[config.mk]
export PLATFORM = sky130hd
export DESIGN_NAME = sleep_guard
export DESIGN_NICKNAME = d
export VERILOG_FILES = /design/src/rtl/sleep_guard_pkg.sv /design/src/rtl/sleep_guard_core.sv /design/src/rtl/sleep_guard_rec.sv /design/src/rtl/sleep_guard.sv
export SDC_FILE = /design/constraint.sdc
export NUM_CORES = 1
export LEC_CHECK = 0
export ABC_AREA = 0
export ABC_CLOCK_PERIOD_IN_PS = 2800
export BUFFER_PORTS_ARGS = -buffer_cell sky130_fd_sc_hd__buf_2
export CORE_UTILIZATION = 51
export CTS_CLUSTER_DIAMETER = 50
export CTS_CLUSTER_SIZE = 24
export DETAILED_ROUTE_END_ITERATION = 7
export HOLD_SLACK_MARGIN = 0.06
export PLACE_DENSITY = 0.8
export SETUP_SLACK_MARGIN = 0.05
export SLEW_MARGIN = 40
export SYNTH_ARGS = -nofsm -noshare
export SYNTH_HDL_FRONTEND = slang
export SYNTH_SLANG_ARGS = --single-unit
[constraint.sdc]
create_clock -name clk -period 2.8 [get_ports clk]
set_input_delay 0.28 -clock clk [delete_from_list [all_inputs] [get_ports clk]]
set_output_delay 0.28 -clock clk [all_outputs]
set_load 0.02 [all_outputs]
[src/rtl/sleep_guard_pkg.sv]
package sleep_guard_pkg;

    typedef enum logic [2:0] {
        SEL_PSLEEP = 3'd0,
        SEL_LPI    = 3'd1,
        SEL_GRP    = 3'd2,
        SEL_ATTR   = 3'd3,
        SEL_GSLEEP = 3'd4,
        SEL_DCTL   = 3'd5,
        SEL_ERRCLR = 3'd6
    } sel_e;

    localparam logic [7:0] SYN_ATTR_LOCK = 8'h05;
    localparam logic [7:0] SYN_LPI_CLR   = 8'h06;
    localparam logic [7:0] SYN_HS_BUSY   = 8'h07;
    localparam logic [7:0] SYN_GS_FAIL   = 8'h08;
    localparam logic [7:0] SYN_GRP_DROP  = 8'h09;
    localparam logic [7:0] SYN_DCTL_PEND = 8'h0A;
    localparam logic [3:0] SEV_REJECT    = 4'hF;
    localparam int         INFO_W        = 9;

    typedef struct packed {
        logic              hit;
        logic [7:0]        syn;
        logic [3:0]        sev;
        logic [INFO_W-1:0] info;
    } err_ev_t;

    function automatic err_ev_t mk_ev(input logic [7:0] syn, input logic [INFO_W-1:0] info);
        err_ev_t e;
        e.hit  = 1'b1;
        e.syn  = syn;
        e.sev  = SEV_REJECT;
        e.info = info;
        return e;
    endfunction

endpackage

[src/rtl/sleep_guard_core.sv]
module sleep_guard_core
    import sleep_guard_pkg::*;
(
    input  logic       clk,
    input  logic       rst,
    input  logic       hit_i,
    input  logic [2:0] sel_i,
    input  logic [1:0] data_i,
    input  logic       ack_i,
    output logic       req_o,
    output logic       asleep_o,
    output logic       lpi_o,
    output logic [1:0] grp_o,
    output logic       viol_busy_o,
    output logic       viol_lpi_o,
    output logic       ev_grp_o
);
    logic       req_q, asleep_q, lpi_q;
    logic [1:0] grp_q;
    logic       busy, lpi_block, is_ps, is_lpi, is_grp, take_ps;

    assign busy      = req_q != asleep_q;
    assign is_ps     = hit_i && (sel_i == SEL_PSLEEP);
    assign is_lpi    = hit_i && (sel_i == SEL_LPI);
    assign is_grp    = hit_i && (sel_i == SEL_GRP);
    assign lpi_block = lpi_q && !data_i[0] && !(req_q && asleep_q);
    assign take_ps   = is_ps && !busy && (data_i[0] != req_q);

    always_ff @(posedge clk) begin
        if (rst) begin
            req_q    <= 1'b0;
            asleep_q <= 1'b0;
            lpi_q    <= 1'b0;
            grp_q    <= '0;
        end else begin
            if (ack_i) asleep_q <= req_q;
            if (take_ps) begin
                req_q <= data_i[0];
                if (data_i[0]) grp_q <= '0;
            end
            if (is_lpi && !lpi_block) lpi_q <= data_i[0];
            if (is_grp) grp_q <= data_i;
        end
    end

    assign viol_busy_o = is_ps && busy;
    assign viol_lpi_o  = is_lpi && lpi_block;
    assign ev_grp_o    = take_ps && data_i[0] && (grp_q != 2'b00);
    assign req_o       = req_q;
    assign asleep_o    = asleep_q;
    assign lpi_o       = lpi_q;
    assign grp_o       = grp_q;

    AST_REQ_HOLD: assert property (@(posedge clk) disable iff (rst)
        (req_q != asleep_q) |=> $stable(req_q));
    AST_ACK_ONLY: assert property (@(posedge clk) disable iff (rst)
        !ack_i |=> $stable(asleep_q));
    AST_GRP_ON_SLEEP: assert property (@(posedge clk) disable iff (rst)
        $rose(req_q) |-> (grp_q == 2'b00));
    AST_LPI_KEEP: assert property (@(posedge clk) disable iff (rst)
        (lpi_q && !(req_q && asleep_q)) |=> lpi_q);
endmodule

[src/rtl/sleep_guard_rec.sv]
module sleep_guard_rec
    import sleep_guard_pkg::*;
(
    input  logic              clk,
    input  logic              rst,
    input  err_ev_t           ev_i,
    input  logic              clr_i,
    output logic              valid_o,
    output logic              ovf_o,
    output logic [7:0]        syn_o,
    output logic [3:0]        sev_o,
    output logic [INFO_W-1:0] info_o
);
    logic              valid_q, ovf_q;
    logic [7:0]        syn_q;
    logic [3:0]        sev_q;
    logic [INFO_W-1:0] info_q;

    always_ff @(posedge clk) begin
        if (rst) begin
            valid_q <= 1'b0;
            ovf_q   <= 1'b0;
            syn_q   <= '0;
            sev_q   <= '0;
            info_q  <= '0;
        end else if (clr_i) begin
            valid_q <= 1'b0;
            ovf_q   <= 1'b0;
        end else if (ev_i.hit) begin
            if (valid_q) begin
                ovf_q <= 1'b1;
            end else begin
                valid_q <= 1'b1;
                syn_q   <= ev_i.syn;
                sev_q   <= ev_i.sev;
                info_q  <= ev_i.info;
            end
        end
    end

    assign valid_o = valid_q;
    assign ovf_o   = ovf_q;
    assign syn_o   = syn_q;
    assign sev_o   = sev_q;
    assign info_o  = info_q;

    AST_REC_HOLD: assert property (@(posedge clk) disable iff (rst)
        (valid_q && !clr_i) |=> ($stable(syn_q) && $stable(info_q) && valid_q));
    AST_OVF_NEEDS_VALID: assert property (@(posedge clk) disable iff (rst)
        $rose(ovf_q) |-> valid_q);
endmodule

[src/rtl/sleep_guard.sv]
module sleep_guard
    import sleep_guard_pkg::*;
#(
    parameter int NCORES = 4,
    localparam int CORE_W = (NCORES > 1) ? $clog2(NCORES) : 1
) (
    input  logic                clk,
    input  logic                rst,
    input  logic                wr_en,
    input  logic [CORE_W-1:0]   wr_core,
    input  logic [2:0]          wr_sel,
    input  logic [7:0]          wr_data,
    input  logic [NCORES-1:0]   core_ack,
    input  logic                dist_pend,
    output logic [NCORES-1:0]   core_req,
    output logic [NCORES-1:0]   core_asleep,
    output logic [NCORES-1:0]   core_lpi,
    output logic [2*NCORES-1:0] core_grp,
    output logic                gs_req,
    output logic                gs_done,
    output logic                attr_lock,
    output logic [5:0]          attr,
    output logic [7:0]          dist_ctl,
    output logic                err_valid,
    output logic                err_ovf,
    output logic [7:0]          err_syn,
    output logic [3:0]          err_sev,
    output logic [8:0]          err_info
);
    logic [NCORES-1:0] v_busy, v_lpi, e_grp;
    logic              gs_req_q, gs_done_q, all_asleep, locked;
    logic [5:0]        attr_q;
    logic [7:0]        dctl_q;
    logic              wr_attr, wr_gs, wr_dctl, clr;
    logic              viol_attr, viol_gs, viol_dctl;
    logic [INFO_W-1:0] core_info;
    err_ev_t           ev;

    for (genvar i = 0; i < NCORES; i++) begin : g_core
        sleep_guard_core u_core (
            .clk         (clk),
            .rst         (rst),
            .hit_i       (wr_en && (wr_core == CORE_W'(i))),
            .sel_i       (wr_sel),
            .data_i      (wr_data[1:0]),
            .ack_i       (core_ack[i]),
            .req_o       (core_req[i]),
            .asleep_o    (core_asleep[i]),
            .lpi_o       (core_lpi[i]),
            .grp_o       (core_grp[2*i +: 2]),
            .viol_busy_o (v_busy[i]),
            .viol_lpi_o  (v_lpi[i]),
            .ev_grp_o    (e_grp[i])
        );
    end

    assign all_asleep = &(core_req & core_asleep);
    assign locked     = (|core_lpi) && !gs_done_q;
    assign wr_attr    = wr_en && (wr_sel == SEL_ATTR);
    assign wr_gs      = wr_en && (wr_sel == SEL_GSLEEP);
    assign wr_dctl    = wr_en && (wr_sel == SEL_DCTL);
    assign clr        = wr_en && (wr_sel == SEL_ERRCLR) && wr_data[0];
    assign viol_attr  = wr_attr && locked && (wr_data[5:0] != attr_q);
    assign viol_gs    = wr_gs && wr_data[0] && !all_asleep;
    assign viol_dctl  = wr_dctl && dist_pend;
    assign core_info  = INFO_W'(wr_core);

    always_ff @(posedge clk) begin
        if (rst) begin
            gs_req_q  <= 1'b0;
            gs_done_q <= 1'b0;
            attr_q    <= '0;
            dctl_q    <= '0;
        end else begin
            gs_done_q <= gs_req_q && all_asleep;
            if (wr_gs && !viol_gs) gs_req_q <= wr_data[0];
            if (wr_attr && !viol_attr) attr_q <= wr_data[5:0];
            if (wr_dctl && !viol_dctl) dctl_q <= wr_data;
        end
    end

    always_comb begin
        ev = '0;
        if (|v_busy)        ev = mk_ev(SYN_HS_BUSY, core_info);
        else if (|v_lpi)    ev = mk_ev(SYN_LPI_CLR, core_info);
        else if (|e_grp)    ev = mk_ev(SYN_GRP_DROP, core_info);
        else if (viol_attr) ev = mk_ev(SYN_ATTR_LOCK, core_info);
        else if (viol_gs)   ev = mk_ev(SYN_GS_FAIL, core_info);
        else if (viol_dctl) ev = mk_ev(SYN_DCTL_PEND, INFO_W'(wr_data));
    end

    sleep_guard_rec u_rec (
        .clk     (clk),
        .rst     (rst),
        .ev_i    (ev),
        .clr_i   (clr),
        .valid_o (err_valid),
        .ovf_o   (err_ovf),
        .syn_o   (err_syn),
        .sev_o   (err_sev),
        .info_o  (err_info)
    );

    assign gs_req    = gs_req_q;
    assign gs_done   = gs_done_q;
    assign attr_lock = locked;
    assign attr      = attr_q;
    assign dist_ctl  = dctl_q;

    AST_ATTR_LOCK: assert property (@(posedge clk) disable iff (rst)
        locked |=> $stable(attr_q));
    AST_DCTL_PEND: assert property (@(posedge clk) disable iff (rst)
        dist_pend |=> $stable(dctl_q));
    AST_GS_NEEDS_REQ: assert property (@(posedge clk) disable iff (rst)
        !gs_req_q |=> !gs_done_q);
    AST_ONE_EVENT: assert property (@(posedge clk) disable iff (rst)
        $onehot0({|v_busy, |v_lpi, |e_grp, viol_attr, viol_gs, viol_dctl}));
endmodule

# Yosys cells after proc, flatten, opt, wreduce, memory -nomap -nowiden
# Cells that the tools add are included.
# totals
register_bits	59
input_bits	21
out_inout_bits	60
word_cells	176
# op_classes
eq_ne	18
mux	15
n_bitwise	3
reduce_logical	115
# ops
operator	n
$mux W22	6
$logic_and A1 B1 Y1	71
$reduce_bool A2 Y1	12
$logic_not A1 Y1	18
$mux W2	9
$reduce_or A4 Y1	4
$reduce_and A2 Y1	5
$eq A3 B3 Y1 const B	3
$ne A1 B1 Y1	8
$eq A3 B2 Y1 const B	2
$ne A6 B6 Y1	1
$and A4 B4 Y4	1
$eq A2 B2 Y1 const B	2
$reduce_and A4 Y1	1
$eq A3 B1 Y1 const B	1
$logic_not A3 Y1	1
$reduce_and A3 Y1	1
$eq A2 B1 Y1 const B	1
$logic_not A2 Y1	1
$not A1 Y1	2
$reduce_or A2 Y1	1

# Depth between registers and ports, before layout
# Gate-level depths: netlist of the first run.
# depth
ltp_word	12
ltp_mapped	8
mapped_depth_nobuf	7

# By module
# Synthesis of the first run repeated with hierarchy kept, for this count alone.
# unflattened
hier_cells	333
area_unflattened_um2	3246.9
# modules_own_cells
mod	instances	cells_each	area_per_inst_um2	seq_area_each_um2
sleep_guard_core	4	30	300.3	100.1
sleep_guard	1	116	1029.7	320.3
sleep_guard_rec	1	97	1016.0	460.4

# Least setup slack after synthesis of the first run
# Ideal clock, no wire load.
# synth_path
path_type	flip-flop to flip-flop
from	reg g_core[0].u_core.req_q
to	reg u_rec.info_q[1] (netlist: u_rec.info_o[1])
setup_ps	131
arrival_ps	2176
required_ps	2669
slack_ps	493
path_stages_with_launch	9
path_buffers	1
period_less_slack_ps	2307
cell_sequence	dfxtp_1 > ha_1 > nand2b_1 > mux4_2 > o311a_1 > and4_1 > buf_6 > a2111oi_4 > nor3_1
# synth_between
elab_chain_len	11
elab_cells_between_ends	25
classes_between	eq/ne: 2; mux: 5; bitwise: 1; reduce/logical: 17
# synth_rtl
element	line	source
from (decl)	sleep_guard_core.sv:18	logic req_q, asleep_q, lpi_q;
from (signal assigned)	sleep_guard_core.sv:38	req_q <= data_i[0];
$ne A1 B1 Y1	sleep_guard_core.sv:22	assign busy = req_q != asleep_q;
$logic_not A1 Y1	sleep_guard_core.sv:27	assign take_ps = is_ps && !busy && (data_i[0] != req_q);
$logic_and A1 B1 Y1 (2 in a row)	sleep_guard_core.sv:27	
$logic_and A1 B1 Y1 (2 in a row)	sleep_guard_core.sv:48	assign ev_grp_o = take_ps && data_i[0] && (grp_q != 2'b00);
$reduce_or A4 Y1	sleep_guard.sv:86	else if (|e_grp) ev = mk_ev(SYN_GRP_DROP, core_info);
$mux W22	sleep_guard.sv:86	
$mux W22	sleep_guard.sv:85	else if (|v_lpi) ev = mk_ev(SYN_LPI_CLR, core_info);
$mux W22 (*)	sleep_guard.sv:84	if (|v_busy) ev = mk_ev(SYN_HS_BUSY, core_info);
$reduce_and A3 Y1 (no line)	--	
to (signal assigned)	sleep_guard_rec.sv:36	info_q <= ev_i.info;
to (decl)	sleep_guard_rec.sv:17	logic [INFO_W-1:0] info_q;
# Every way passes the cells marked *; elsewhere a longest branch is shown, timed or not.
# A chain may end at the register's enable or synchronous reset.

# Final worst setup path of the first run
# layout_path
from	reg g_core[3].u_core.req_q
to	reg u_rec.info_q[0] (netlist: u_rec.info_o[0])
# layout_between
elab_chain_len	11
elab_cells_between_ends	25
classes_between	eq/ne: 2; mux: 5; bitwise: 1; reduce/logical: 17
# layout_rtl
element	line
from (decl)	sleep_guard_core.sv:18
from (signal assigned)	sleep_guard_core.sv:38
$ne A1 B1 Y1	sleep_guard_core.sv:22
$logic_not A1 Y1	sleep_guard_core.sv:27
$logic_and A1 B1 Y1 (2 in a row)	sleep_guard_core.sv:27
$logic_and A1 B1 Y1 (2 in a row)	sleep_guard_core.sv:48
$reduce_or A4 Y1	sleep_guard.sv:86
$mux W22	sleep_guard.sv:86
$mux W22	sleep_guard.sv:85
$mux W22 (*)	sleep_guard.sv:84
$reduce_and A3 Y1 (no line)	--
# Marks and branches as above.

==> reports/results.ini, run 1 <==
[run_status]
status=completed

[floorplan]
num_rows=25
die_h_microns=73.33
dieArea_sq_mm=0.005377
ioPinCount=81
initial_utilization_pct=53.87
core_area_sq_mm=0.004817
fp.dieW_microns=73.33

[pwr]
power.density_mw_per_mm2=451.0
ir_worst_vdd_mv=0.3363
p_leak_nw=1.256

[global_route]
first_global_vias=2131
antenna_found_initial=0
grt_pass1_wl_microns=9742
grt_start_max_net_pins=32
grt_overflow=0
grt_usage_pct=23.61

[cells_and_area]
multi_input_area_sq_mm=0.001343
seqCellArea_sq_mm=0.001021
layout_commonest_cell=buf_2
fin_nets=386
layout_common_cells=buf_2, dfxtp_1, nor2_1, a21oi_1, nand2_1
layout-drive-gt1-share_pct=25.69
num_antenna_cells=0
final_cell_count_no_fill=429
syn_to_final_growth_pct=14.75
fillers=466

[placement]
io_buffers=75
place_hpwl_microns=4582
gp_congestion=0.9015
dp.cells=421

[sta]
finalSetupTns_ns=0
final-setup-viol-count=0
max_slew.worst_pin.slew_ns=0.5767
fin_skew_ns=0.009593
finalCriticalPeriod_ns=2.548
slew_viol_final=0
final_hold_viol_count=0
rsz0062_at_grt=no
post-route-period-util_pct=91.01
clock.fmax_mhz=392.4
slew_headroom_pct=61.55

[synthesis]
muxShareOfSynthArea_pct=7.907
synthSimpleGateAreaFrac_pct=24.59
syn_area_per_cell_sq_um=8.480
synth-edff-count=0
yosysSeqAreaShare_pct=39.34
synth.distinct_cells=41
synth_top_family_by_area=simple AND/OR/NAND/NOR gates
ys_async_sr_fraction_pct=0
synth_ff_type=dfxtp_1
synth_seq_cells=51
synth_xor_area_share_pct=2.025
synth.cell_area_sq_mm=0.002595
synthAdderAreaFrac_pct=1.929
yosysWarnings=0
synth_cells=306
synth_compound_area_share_pct=14.56

[drt]
vias=2409
wl_per_cell_microns=14.53
drtIter0Drc=170
dr.pass1.iters=4
wl_microns=6235
vias_per_cell=5.615
route.detailed.drc=0
ant_nets=0

[clock_tree]
cts_tree=built
cts_setup_buffers=0
cts_resized=0
root_buffer=clkbuf_8
cts.clk_slew.worst_paths_ns=0.09
hold_buffers=0
numCtsBuffers=5
cts-htree-levels=2
clockBufferDepth=2
cts.sinks=51
insertion_delay_ns=0.31

[worst_setup_path]
start_kind=register
crit_fanout=9
crit_arrival_ns=2.72
worstSetupPathType=register to register
required_ns=2.97
r2r_slack_ns=0.25
cp-end-kind=register

[job]
drv_cap=0

[worst_hold_path]
holdCritPathClass=primary input to register

[worst paths after layout]
path | start | end | cells after the start
max reg2reg | g_core[3].u_core.req_o$_SDFFE_PP0P_ | u_rec.info_o[0]$_SDFFE_PP0P_ | 7
min reg2reg | attr[0]$_SDFFE_PP0P_ | attr[0]$_SDFFE_PP0P_ | 2
max | g_core[3].u_core.req_o$_SDFFE_PP0P_ | u_rec.info_o[0]$_SDFFE_PP0P_ | 7
min | core_ack[2] | g_core[2].u_core.asleep_o$_SDFFE_PP0P_ | 3
[power by group]
group / switching [mW] / internal (mW) / leakage, nW / total [mW]
Combinational: 0.103 / 0.0511 / 0.795 / 0.154
Sequential: 0.00741 / 0.736 / 0.412 / 0.743
Clock: 0.243 / 0.203 / 0.0484 / 0.446
[cell type report]
type | instances | area share, %
Timing Repair Buffer | 81 | 14.12
Tap cell | 67 | 2.815
Clock inverter | 1 | 0.2941
Multi-Input combinational cell | 218 | 45.08
Clock buffer | 7 | 2.899
Inverter | 4 | 0.5042
Sequential cell | 51 | 34.29
[cell families (layout without fill, tap and decap cells)]
group | count (synthesis) | count (layout)
and+or+nand+nor | 126 | 126
xor gates and xnor gates | 6 | 6
other | 1 | 5
DFF | 51 | 51
buffers and inverters | 41 | 93
AOI/OAI and AO/OA | 59 | 59
adders and majority gates | 4 | 4
muxes | 18 | 18
[state kept, by name, summed over array words and instances, names as in the netlist, 4 cells and up]
signal,count
g_core.u_core.req_o,4
g_core.u_core.lpi_o,4
attr,6
g_core.u_core.grp_o,8
u_rec.syn_o,4
g_core.u_core.asleep_o,4
dist_ctl,8
u_rec.info_o,8
[per-layer routing]
layer	vias up	part of all wire, %	wire (microns)	track usage (%)
li1	1171	-	-	-
met1	1110	43	2680	31.67
met2	116	48	2967	37.45
met3	12	8.0	496	4.801
met4	0	1.5	91	9.188
met5	-	0	0	0
[worst max-delay path: stages (launching register included)]
cell and delay, ns:
dfxtp_1 0.36, ha_1 0.23, nand2b_1 0.17, mux4_2 0.47, o311a_1 0.37, and4_1 0.35, a2111oi_4 0.36, nor3_1 0.09
[synth_stat cells (2+ instances only)]
| library cell | instances | area (sq um) |
|---|---|---|
| nor2b_1 | 6 | 37.54 |
| nand3_1 | 19 | 95.09 |
| nor2_1 | 34 | 127.6 |
| inv_1 | 4 | 15.01 |
| nand2_1 | 22 | 82.58 |
| nand4_1 | 4 | 25.02 |
| or4_1 | 3 | 22.52 |
| a2111oi_4 | 2 | 55.05 |
| dfxtp_1 | 51 | 1021 |
| mux4_2 | 2 | 45.04 |
| and2_1 | 3 | 18.77 |
| buf_1 | 2 | 7.510 |
| o21ai_0 | 5 | 25.02 |
| a21oi_1 | 32 | 160.2 |
| and3_1 | 3 | 18.77 |
| a41oi_1 | 2 | 17.52 |
| nor3b_1 | 8 | 60.06 |
| o21ai_1 | 8 | 40.04 |
| nand2b_1 | 7 | 43.79 |
| buf_4 | 22 | 165.2 |
| mux2i_1 | 16 | 160.2 |
| buf_2 | 2 | 10.01 |
| nor4_1 | 6 | 37.54 |
| clkbuf_1 | 10 | 37.54 |
| nor3_1 | 7 | 35.03 |
| a31oi_1 | 3 | 18.77 |
| ha_1 | 4 | 50.05 |
| xnor2_1 | 6 | 52.55 |
[metrics by stage]
stage               utilization [%]  worst slack [ns]  instance area (sq um)  hold slack (ns)  total power [mW]
floorplan                         -            0.4925                   2610           0.4275            0.8701
global placement              59.84            0.3582                   2883           0.4656            0.9098
detailed placement            59.84            0.2996                   2883           0.4759            0.9117
CTS                           61.82            0.2707                   2978           0.2143             1.350
global route                  61.82            0.1308                   2978           0.2211             1.391
finish                        61.82            0.2517                   2978           0.2190             1.343
Note: power is estimated with default switching activity, not from simulation.
==> run 2: changes to the inputs <==
--- a/config.mk
+++ b/config.mk
@@ -6,7 +6,7 @@
 export NUM_CORES = 1
 export LEC_CHECK = 0
 export ABC_AREA = 0
-export ABC_CLOCK_PERIOD_IN_PS = 2800
+export ABC_CLOCK_PERIOD_IN_PS = 3200
 export BUFFER_PORTS_ARGS = -buffer_cell sky130_fd_sc_hd__buf_2
 export CORE_UTILIZATION = 51
 export CTS_CLUSTER_DIAMETER = 50
==> constraint.sdc (replaced) <==
create_clock -name clk -period 3.2 [get_ports clk]
set_input_delay 0.32 -clock clk [delete_from_list [all_inputs] [get_ports clk]]
set_output_delay 0.32 -clock clk [all_outputs]
set_load 0.02 [all_outputs]
==> run 2 against run 1 <==
Global-route usage increased by 0.44 points. Sequential share of layout area about the same. Core utilization about the same. Combinational power decreased by 14%. Sequential power decreased by 13%. Clock skew decreased by 0.0057 ns. Register-to-register slack improved by 0.39 ns. Final cell count decreased by 0.93%. Clock-buffer cell count decreased by 1. Critical path type unchanged.
==> reports/results.ini, run 2 (synthesis gave the netlist of run 1 again) <==
[clock_tree]
clockBufferDepth=2
insertion_delay_ns=0.31
cts-htree-levels=2
cts_setup_buffers=0
cts_tree=built
cts_resized=0
cts.clk_slew.worst_paths_ns=0.09
root_buffer=clkbuf_8
cts.sinks=51
numCtsBuffers=5
hold_buffers=0

[sta]
setup_ws_ns=0.6373
post-route-period-util_pct=80.08
rsz0062_at_grt=no
final-setup-viol-count=0
finalCriticalPeriod_ns=2.563
clock.fmax_mhz=390.2
hold_slack_ns=0.2656
final_hold_viol_count=0
slew_viol_final=0
slew_headroom_pct=64.25
max_slew.worst_pin.slew_ns=0.5362
fin_skew_ns=0.003848
finalSetupTns_ns=0

[drt]
ant_nets=0
drtIter0Drc=183
dr.pass1.iters=5
route.detailed.drc=0
vias_per_cell=5.480
wl_microns=6277
wl_per_cell_microns=14.77
vias=2329

[cells_and_area]
num_antenna_cells=0
syn_to_final_growth_pct=14.71
layout_common_cells=buf_2, dfxtp_1, nor2_1, a21oi_1, nand2_1
layout_commonest_cell=buf_2
multi_input_area_sq_mm=0.001343
fillers=474
seqCellArea_sq_mm=0.001021
fin_nets=382
final_cell_count_no_fill=425
layout-drive-gt1-share_pct=25.14

[floorplan]
ioPinCount=81
die_h_microns=73.33
core_area_sq_mm=0.004817
dieArea_sq_mm=0.005377
fp.dieW_microns=73.33
initial_utilization_pct=53.87
num_rows=25

[global_route]
antenna_found_initial=0
gr-max-usage-layer=met2
grt_overflow=0
grt.met3_usage_pct=5.761
grt_pass1_wl_microns=9963
grt_usage_pct=24.05
grt_use_met2_pct=40.33
grtUsageMet1_pct=30.44
grt_start_max_net_pins=52
first_global_vias=2157

[placement]
io_buffers=75
place_hpwl_microns=4479
gp_congestion=0.9150
pre_cts_slack_ns=0.6723
dp.cells=417

[worst_setup_path]
crit_buf_inv=0
crit_arrival_ns=2.75
worstPathCellList=ha_1 -> nand2b_1 -> mux4_2 -> o311a_1 -> and4_1 -> a2111oi_4 -> nor3_1
required_ns=3.38
max_stage_delay_ns=0.47
worstSetupPathType=register to register
crit_family=compound AO/OA/AOI/OAI gates
slowest_stage=mux4_2
crit_fanout=9
cp-end-kind=register
start_kind=register

[pwr]
swShare_pct=25.33
p_clk_share_pct=38.1
combPwrFrac_pct=10.5
ir_worst_vdd_mv=0.3108
p_switching_uw=320.2
p_leak_nw=1.250
power_frac_seq_pct=51.4
power.density_mw_per_mm2=424.7
p_int_uw=943.8

[run_status]
status=completed

[worst_hold_path]
holdCritPathClass=primary input to register

[job]
drv_cap=0

-- run 2: cell type report --
cell class | count | area share (%)
tap | 67 | 2.816
clock buffer | 6 | 2.774
clock inverter | 2 | 1.303
inverter | 4 | 0.5044
timing repair buffer | 77 | 13.20
multi-input combinational | 218 | 45.10
sequential | 51 | 34.30
-- run 2: worst register-to-register path, cell delays in order (launching register included) --
cell and delay, ns:
dfxtp_1 0.37, ha_1 0.24, nand2b_1 0.15, mux4_2 0.47, o311a_1 0.40, and4_1 0.37
a2111oi_4 0.37, nor3_1 0.08
-- run 2: power by group through the flow --
| stage | logic (mW) | registers (mW) | clock network, mW |
|---|---|---|---|
| finish | 0.132 | 0.650 | 0.482 |
| global route | 0.143 | 0.652 | 0.514 |
| CTS | 0.131 | 0.650 | 0.490 |
| detailed placement | 0.130 | 0.665 | 0 |
| global placement | 0.129 | 0.665 | 0 |
| floorplan | 0.0864 | 0.675 | 0 |
-- run 2: worst paths after layout --
path	startpoint	endpoint	slack (ns)	cells past startpoint
setup / recovery	g_core[2].u_core.req_o$_SDFFE_PP0P_	u_rec.info_o[0]$_SDFFE_PP0P_	0.64	7
hold / removal	core_ack[3]	g_core[3].u_core.asleep_o$_SDFFE_PP0P_	0.27	3
setup reg to reg	g_core[2].u_core.req_o$_SDFFE_PP0P_	u_rec.info_o[0]$_SDFFE_PP0P_	0.64	7
hold reg to reg	attr[4]$_SDFFE_PP0P_	attr[4]$_SDFFE_PP0P_	0.49	2
-- run 2: metal layers --
| layer | up-vias | part of all wire (%) |
|---|---|---|
| li1 | 1162 | - |
| met1 | 1063 | 44 |
| met2 | 92 | 48 |
| met3 | 12 | 6.4 |
| met4 | 0 | 1.7 |
| met5 | - | 0 |
-- run 2: metrics by stage --
step	area (sq um)	util, %	power (mW)
2_1_floorplan	2610	-	0.7614
3_3_place_gp	2853	59.22	0.7935
3_5_place_dp	2855	59.27	0.7947
4_1_cts	2977	61.79	1.271
5_1_grt	2977	61.79	1.308
6_report	2977	61.79	1.264
